===== src/rtl/ipc_mailbox.sv =====
module ipc_mailbox #(
  parameter int N_SLOT = 4,
  parameter int N_SEM  = 32,
  parameter int DW     = 32,
  parameter int AW     = 6
) (
  input  logic          clk,
  input  logic          rst_n,
  input  logic          a_req,
  input  logic          a_we,
  input  logic [AW-1:0] a_addr,
  input  logic [DW-1:0] a_wdata,
  output logic [DW-1:0] a_rdata,
  output logic          a_irq,
  input  logic          b_req,
  input  logic          b_we,
  input  logic [AW-1:0] b_addr,
  input  logic [DW-1:0] b_wdata,
  output logic [DW-1:0] b_rdata,
  output logic          b_irq
);
  localparam int CMD_BASE  = N_SLOT;
  localparam int STAT_ADDR = 2 * N_SLOT;
  localparam int MASK_ADDR = 2 * N_SLOT + 1;
  localparam int SEM_BASE  = 32;

  logic [DW-1:0]     pay_q [N_SLOT];
  logic [DW-1:0]     cmd_q [N_SLOT];
  logic [N_SLOT-1:0] flag_q, to_b_q, mask_a_q, mask_b_q;
  logic [N_SEM-1:0]  sem_q;
  logic [DW-1:0]     a_rnext, b_rnext;

  wire a_wr = a_req & a_we;
  wire b_wr = b_req & b_we;
  wire a_rd = a_req & ~a_we;
  wire b_rd = b_req & ~b_we;

  wire [N_SLOT-1:0] pend_a = flag_q & ~to_b_q;
  wire [N_SLOT-1:0] pend_b = flag_q & to_b_q;

  assign a_irq = |(pend_a & mask_a_q);
  assign b_irq = |(pend_b & mask_b_q);

  always_ff @(posedge clk or negedge rst_n) begin
    if (!rst_n) begin
      flag_q   <= '0;
      to_b_q   <= '0;
      mask_a_q <= '0;
      mask_b_q <= '0;
      for (int i = 0; i < N_SLOT; i++) begin
        pay_q[i] <= '0;
        cmd_q[i] <= '0;
      end
    end else begin
      if (a_wr && a_addr == AW'(MASK_ADDR)) mask_a_q <= a_wdata[N_SLOT-1:0];
      if (b_wr && b_addr == AW'(MASK_ADDR)) mask_b_q <= b_wdata[N_SLOT-1:0];
      for (int i = 0; i < N_SLOT; i++) begin
        if (a_wr && a_addr == AW'(i))      pay_q[i] <= a_wdata;
        else if (b_wr && b_addr == AW'(i)) pay_q[i] <= b_wdata;
        if (a_wr && a_addr == AW'(CMD_BASE + i)) begin
          cmd_q[i]  <= a_wdata;
          flag_q[i] <= 1'b1;
          to_b_q[i] <= 1'b1;
        end else if (b_wr && b_addr == AW'(CMD_BASE + i)) begin
          cmd_q[i]  <= b_wdata;
          flag_q[i] <= 1'b1;
          to_b_q[i] <= 1'b0;
        end else if ((a_wr && a_addr == AW'(STAT_ADDR) && a_wdata[i] && !to_b_q[i]) ||
                     (b_wr && b_addr == AW'(STAT_ADDR) && b_wdata[i] &&  to_b_q[i])) begin
          flag_q[i] <= 1'b0;
        end
      end
    end
  end

  for (genvar k = 0; k < N_SEM; k++) begin : g_sem
    wire a_hit = a_req && a_addr == AW'(SEM_BASE + k);
    wire b_hit = b_req && b_addr == AW'(SEM_BASE + k);

    always_ff @(posedge clk or negedge rst_n) begin
      if (!rst_n)                  sem_q[k] <= 1'b0;
      else if (a_hit && !a_we)     sem_q[k] <= 1'b1;
      else if (a_hit)              sem_q[k] <= sem_q[k] & a_wdata[0];
      else if (b_hit && !b_we)     sem_q[k] <= 1'b1;
      else if (b_hit)              sem_q[k] <= sem_q[k] & b_wdata[0];
    end

    assert_sem_take_R7: assert property (@(posedge clk) disable iff (!rst_n)
      (a_hit && !a_we) |=> sem_q[k]);
    assert_sem_free_R8: assert property (@(posedge clk) disable iff (!rst_n)
      (b_hit && b_we && !b_wdata[0] && !a_hit) |=> !sem_q[k]);
    assert_sem_excl_R9: assert property (@(posedge clk) disable iff (!rst_n)
      (a_hit && b_hit && !a_we && !b_we) |=> (a_rdata[0] || b_rdata[0]));
  end

  always_comb begin
    a_rnext = '0;
    b_rnext = '0;
    for (int i = 0; i < N_SLOT; i++) begin
      if (a_addr == AW'(i))            a_rnext = pay_q[i];
      if (a_addr == AW'(CMD_BASE + i)) a_rnext = cmd_q[i];
      if (b_addr == AW'(i))            b_rnext = pay_q[i];
      if (b_addr == AW'(CMD_BASE + i)) b_rnext = cmd_q[i];
    end
    if (a_addr == AW'(STAT_ADDR)) a_rnext[N_SLOT-1:0] = pend_a;
    if (a_addr == AW'(MASK_ADDR)) a_rnext[N_SLOT-1:0] = mask_a_q;
    if (b_addr == AW'(STAT_ADDR)) b_rnext[N_SLOT-1:0] = pend_b;
    if (b_addr == AW'(MASK_ADDR)) b_rnext[N_SLOT-1:0] = mask_b_q;
    for (int k = 0; k < N_SEM; k++) begin
      if (a_addr == AW'(SEM_BASE + k)) a_rnext[0] = sem_q[k];
      if (b_addr == AW'(SEM_BASE + k))
        b_rnext[0] = sem_q[k] | (a_req && a_addr == b_addr);
    end
  end

  always_ff @(posedge clk or negedge rst_n) begin
    if (!rst_n) begin
      a_rdata <= '0;
      b_rdata <= '0;
    end else begin
      if (a_rd) a_rdata <= a_rnext;
      if (b_rd) b_rdata <= b_rnext;
    end
  end

  for (genvar i = 0; i < N_SLOT; i++) begin : g_chk
    assert_post_a_R3: assert property (@(posedge clk) disable iff (!rst_n)
      (a_wr && a_addr == AW'(CMD_BASE + i)) |=> (flag_q[i] && to_b_q[i]));
    assert_post_b_R3: assert property (@(posedge clk) disable iff (!rst_n)
      (b_wr && b_addr == AW'(CMD_BASE + i) && !(a_wr && a_addr == AW'(CMD_BASE + i)))
        |=> (flag_q[i] && !to_b_q[i]));
  end

  assert_irq_mask_R4: assert property (@(posedge clk) disable iff (!rst_n)
    (a_irq |-> (mask_a_q != '0)) and (b_irq |-> (mask_b_q != '0)));
endmodule


===== config.mk =====
export PLATFORM = sky130hd
export DESIGN_NAME = ipc_mailbox
export DESIGN_NICKNAME = d
export VERILOG_FILES = /design/src/rtl/ipc_mailbox.sv
export SDC_FILE = /design/constraint.sdc
export NUM_CORES = 1
export LEC_CHECK = 0
export BUFFER_PORTS_ARGS = -buffer_cell sky130_fd_sc_hd__buf_2
export CAP_MARGIN = 20
export CELL_PAD_IN_SITES_DETAIL_PLACEMENT = 1
export CELL_PAD_IN_SITES_GLOBAL_PLACEMENT = 1
export CORE_MARGIN = 2
export CORE_UTILIZATION = 47
export DETAILED_ROUTE_END_ITERATION = 8
export PLACE_DENSITY_LB_ADDON = 0.1
export SETUP_SLACK_MARGIN = 0.3
export SYNTH_ARGS = -nofsm -noshare
export SYNTH_HDL_FRONTEND = slang
export SYNTH_SLANG_ARGS = --single-unit
export TNS_END_PERCENT = 100

===== constraint.sdc =====
create_clock -name clk -period 2.3 [get_ports clk]
set_input_delay 0.345 -clock clk [delete_from_list [all_inputs] [get_ports clk]]
set_output_delay 0.345 -clock clk [all_outputs]
set_load 0.005 [all_outputs]

**Word level (Yosys, flattened, before mapping)**

Index checks and enable logic that the tools add are counted.

- Equal/unequal tests: 83
- Multiplexer cells: 248
- Bitwise logic cells: 107
- Reduce and logical (&&, ||, !) cells: 223

Operator list:

| operator | count |
|---|---|
| $mux 32 | 32 |
| $eq 6x6->1 const B | 64 |
| $mux 1 | 212 |
| $logic_and 1x1->1 | 165 |
| $reduce_bool 4->1 | 32 |
| $and 1x1->1 | 68 |
| $eq 6x3->1 const B | 8 |
| $or 1x1->1 | 32 |
| $eq 6x2->1 const B | 4 |
| $eq 6x4->1 const B | 4 |
| $and 4x4->4 | 4 |
| $mux 4 | 4 |
| $reduce_bool 2->1 | 8 |
| $eq 6x1->1 const B | 2 |
| $logic_not 6->1 | 2 |
| $reduce_bool 3->1 | 4 |
| $reduce_or 4->1 | 2 |
| $eq 6x6->1 | 1 |
| $logic_not 1->1 | 6 |
| $logic_or 1x1->1 | 4 |
| $not 4->4 | 1 |
| $not 1->1 | 2 |

- Register bits: 368
- Input port bits: 82
- Output and inout bits: 66

**Depth between registers and ports, before layout**

- Word-level depth: 43
- Gate-level depth with buffers: 10
- Depth with buffers taken out: 7

**Least setup slack after synthesis**

OpenSTA, ideal clock, no wires.

- Path type: input to register
- From: input port b_addr[2]
- To: register b_rdata[0]
- Arrival: 2.039 ns
- Required time: 2.174 ns
- Slack: 0.135 ns
- Stages on the path: 8
- Cells stage by stage: buf_2 > mux4_2 > nor4b_1 > a2111oi_2 > o221a_1 > o22ai_1 > a211oi_1 > o21ai_1

- Cells in the longest elaborated chain, start to end: 43

RTL lines:

| what | RTL line | text |
|---|---|---|
| start: declaration | 17 | `input logic [AW-1:0] b_addr,` |
| $logic_not 6->1 | 102 | `if (b_addr == AW'(i)) b_rnext = pay_q[i];` |
| $mux 32 | 102 |  |
| $mux 32 | 103 | `if (b_addr == AW'(CMD_BASE + i)) b_rnext = cmd_q[i];` |
| $mux 32 | 102 |  |
| $mux 32 | 103 |  |
| $mux 32 | 102 |  |
| $mux 32 | 103 |  |
| $mux 32 | 102 |  |
| $mux 32 | 103 |  |
| $mux 4 | 107 | `if (b_addr == AW'(STAT_ADDR)) b_rnext[N_SLOT-1:0] = pend_b;` |
| $mux 4 | 108 | `if (b_addr == AW'(MASK_ADDR)) b_rnext[N_SLOT-1:0] = mask_b_q;` |
| $mux 1 (31 in series) | 111 | `if (b_addr == AW'(SEM_BASE + k))` |
| $mux 1 (*) | 111 |  |
| end signal: assignment | 122 | `if (b_rd) b_rdata <= b_rnext;` |
| end: declaration | 19 | `output logic [DW-1:0] b_rdata,` |

Mark *: on every way between the ends. The rest lies on a longest branch, timed or not.
A chain may end at the register's enable or synchronous reset.

**Final worst setup path**

- From: register sem_q[15]
- To: register b_rdata[0]

- Cells in the longest elaborated chain, start to end: 18

RTL lines:

| what | RTL line | text |
|---|---|---|
| start: declaration | 30 | `logic [N_SEM-1:0] sem_q;` |
| start signal: indexed assignment | 83 | `else if (a_hit) sem_q[k] <= sem_q[k] & a_wdata[0];` |
| start signal: indexed assignment | 85 | `else if (b_hit) sem_q[k] <= sem_q[k] & b_wdata[0];` |
| $or 1x1->1 | 112 | `b_rnext[0] = sem_q[k] \| (a_req && a_addr == b_addr);` |
| $mux 1 (17 in series) | 111 |  |

Every way passes these cells.

==> qor.yml <==
final.setup.tns_ps: 0
timing.max_slew.rel_slack_pct: 56.9
nNetsFinal: 2636
start_kind: "flop"
netlist_area_um2: 21500
hold_viol: 0
detail_route.wl_per_cell_um: 27.6
fp-row-count: 78
tightestPinTransition_ps: 646
post_placement_cell_count: 3101
metal2_wl_um: 40900
pin_count: 148
final_layout_size_suffix_gt1_share_pct: 20.2
status: "complete, no violations"
die_height_um: 218
synth.ff_latch_count: 368
ctsHtreeMaxLevel: 2
rsz_0062_raised_after_global_routing: "true"
die_span_x_um: 218
groute.usage.overall_pct: 36.9
timing_max_transition_violations_final: 0
holdPathStages: 3
routed-via-count: 21200
critical_path_required_ps: 2780
clock_path_buffers: 3
synth.largest_area_cell: "sky130_fd_sc_hd__dfrtp_1"
finalSetupViolations: 0
critical_path.endpoint_type: "flop"
yosys_warnings: 0
starting_density_of_the_core_pct: 47.5
arrival_time_reported_for_the_critical_path_endpoint_ps: 2590
cts.root.buffer_cell: "sky130_fd_sc_hd__clkbuf_16"
design.die.area_um2: 47400
highest_layer: "met5"
power.static_leakage_nw: 13.0
synth_sequential_area_ratio_pct: 42.9
layoutNonFillerInstCount: 3185
synthesis.nets: 2470
p_seq_share_pct: 46.5
clock_insertion_delay_at_the_later_pin_of_the_skew_report_ps: 590
cap_violations: 0
p_sw_mw: 5.59
cts_buffers: 44
wire_length_of_the_first_global_routing_pass_um: 134000
detailedRoute.firstPassIterationCount: 6
post-synth-top-area-fraction_pct: 42.9
layout.cells.most_common: "sky130_fd_sc_hd__dfrtp_1"
power.share.clock_pct: 38.1
layout_worst_path_cycle_share_pct: 91.8
iteration_0_drc_markers: 2022
grt_start_max_net_pins: 58
synthCells: 2388
synth_flop_type: "sky130_fd_sc_hd__dfrtp_1"
min-delay-path-class: "input port to flop"
power_report.internal_total_mw: 13.0
worstRegToRegCells: 7
tritoncts: "done"
clock_skew_ps: 12.5
wl_met3_um: 7070
drt-met1-wl_um: 36500
power.share.combinational_pct: 15.4
number_of_nets_with_antenna_violations_after_detailed_routing: 0
globalplace.congestion: 0.985
vdd.ir_drop.worst_v: 0.000649
layout_common_cells: "sky130_fd_sc_hd__dfrtp_1, sky130_fd_sc_hd__nor2_1, sky130_fd_sc_hd__nand2_1, sky130_fd_sc_hd__mux2i_1, sky130_fd_sc_hd__a21oi_1"
sw_frac_of_total_pct: 30.0
via_count_of_the_first_global_routing_pass: 22300
detailedPlacementHpwl_um: 59200
powerDensity_nw_per_um2: 718
area_delta_synth_final_pct: 20.6
timing.setup.critical_path_class: "flop to flop"
drc: 0
worst_hold_slack_ps: 91.2
core_region_area_um2: 45300
detail_route.wirelength_um: 87800
port-buffer-count: 147
avgSynthCellArea_um2: 9.00
clk_transition_reported_paths_ps: 60
grt-ovfl-total: 0
synth_async_sr_flop_share_pct: 100
critical_path_peak_fanout: 5
synth.area.top_cells: "sky130_fd_sc_hd__dfrtp_1, sky130_fd_sc_hd__mux2i_1, sky130_fd_sc_hd__a22oi_1"
grt_antenna_before_repair: 5
synth_cell_types: 76
drt-vias-per-instance: 6.67
period_minus_slack_ps: 2110
fmaxAchievable_mhz: 474
clock-sinks: 368
synth_enable_flop_cells: 0
nFillCells: 5155
[what timing repair did]
| action | CTS | global route |
|---|---|---|
| pin swaps | 7 | 5 |
| gates resized for setup | 7 | 8 |
| endpoints found under the hold margin | 44 | 0 |
| setup buffers | 2 | 3 |
| hold buffers | 1 | 0 |
| setup endpoints to repair | 3 | 8 |
[synth_stat cells (4+ instances only)]
library cell                  n
sky130_fd_sc_hd__a222oi_1     4
sky130_fd_sc_hd__buf_2       67
sky130_fd_sc_hd__a21oi_1    184
sky130_fd_sc_hd__nor3_2       6
sky130_fd_sc_hd__nand3_1     38
sky130_fd_sc_hd__inv_1        8
sky130_fd_sc_hd__o21ai_0    102
sky130_fd_sc_hd__a22oi_1    151
sky130_fd_sc_hd__o21ai_1      7
sky130_fd_sc_hd__nor2_1     302
sky130_fd_sc_hd__mux2_2      12
sky130_fd_sc_hd__a21o_1      42
sky130_fd_sc_hd__nor3_1      29
sky130_fd_sc_hd__a32oi_1      8
sky130_fd_sc_hd__o22ai_1      9
sky130_fd_sc_hd__and3_1       7
sky130_fd_sc_hd__dfrtp_1    368
sky130_fd_sc_hd__nor2b_1     14
sky130_fd_sc_hd__a211oi_1     8
sky130_fd_sc_hd__a21boi_0    11
sky130_fd_sc_hd__nand2_1    243
sky130_fd_sc_hd__nand4_1      4
sky130_fd_sc_hd__a31oi_1     90
sky130_fd_sc_hd__buf_1        4
sky130_fd_sc_hd__nor3b_1      5
sky130_fd_sc_hd__a221oi_1    56
sky130_fd_sc_hd__a311oi_1    20
sky130_fd_sc_hd__mux2i_1    230
sky130_fd_sc_hd__xnor2_1      6
sky130_fd_sc_hd__a22o_1      36
sky130_fd_sc_hd__a2bb2oi_1    6
sky130_fd_sc_hd__a41oi_1     20
sky130_fd_sc_hd__and2_1       7
sky130_fd_sc_hd__o31ai_1      8
sky130_fd_sc_hd__nand2b_1    12
sky130_fd_sc_hd__clkbuf_1   151
sky130_fd_sc_hd__buf_4       39
sky130_fd_sc_hd__o211ai_1    13
[sequential cells by signal, indices dropped and copies added (netlist names)]
name,flops
pay_q,128
mask_b_q,4
flag_q,4
sem_q,32
mask_a_q,4
to_b_q,4
cmd_q,128
b_rdata,32
a_rdata,32
[kinds of logic after synthesis]
family                    synth area share, %
muxes                                    11.7
DFF                                      42.9
xor gates and xnor gates                0.245
and+or+nand+nor                          14.3
buffers and inverters                    5.82
AOI/OAI and AO/OA                        25.1
[cell type report]
class,count,area [µm²],share of cell area (%)
Multi-Input combinational cell,1750,11200,43.2
Sequential cell,368,9210,35.5
Timing Repair Buffer,382,3280,12.6
Clock buffer,67,1360,5.24
Tap cell,600,751,2.90
Clock inverter,8,86.3,0.333
Inverter,8,30.0,0.116
Antenna cell,2,5.00,0.0193
[path summary, 6_finish.rpt]
| kind | startpoint | to | slack, ps |
|---|---|---|---|
| worst max register to register | sem_q[15] | b_rdata[0] | 190 |
| worst min register to register | b_rdata[31] | b_rdata[31] | 470 |
| min in group asynchronous | rst_n | sem_q[27] | 330 |
| worst min-delay path | a_wdata[21] | pay_q[117] | 90 |
| max in group asynchronous | rst_n | to_b_q[3] | 1210 |
| worst max-delay path | sem_q[15] | b_rdata[0] | 190 |
[power groups by stage]
stage               registers (mW)  logic, mW  clock network [mW]
floorplan                     8.34       1.82                   0
global placement              8.61       2.62                   0
detailed placement            8.70       2.78                   0
CTS                           8.60       2.84                7.17
global route                  8.77       3.16                7.40
finish                        8.66       2.86                7.10
[per-stage QoR]
stage / setup slack [ps] / instance area (µm²) / power [mW] / utilization (%)
after global placement: -147 / 24300 / 11.2 / 53.7
after floorplan: 251 / 21600 / 10.2 / -
after detailed placement: -181 / 24300 / 11.5 / 53.7
after global routing: 160 / 25900 / 19.3 / 57.2
final: 189 / 25900 / 18.6 / 57.2
after CTS: 168 / 25900 / 18.6 / 57.1
[metal layers]
layer | GRT usage [%] | up-vias
li1 | - | 9099
met1 | 49.1 | 10900
met2 | 59.9 | 1016
met3 | 6.54 | 254
met4 | 14.3 | 10
met5 | 0 | -
[worst max-delay path: stages (launching register included)]
cell,delay (ps)
sky130_fd_sc_hd__dfrtp_1,430
sky130_fd_sc_hd__mux2_2,310
sky130_fd_sc_hd__a221oi_1,360
sky130_fd_sc_hd__o22ai_1,180
sky130_fd_sc_hd__o211ai_1,200
sky130_fd_sc_hd__o221ai_1,160
sky130_fd_sc_hd__a211oi_2,270
sky130_fd_sc_hd__o21ai_1,100
Power figures use the tool's default switching activity.
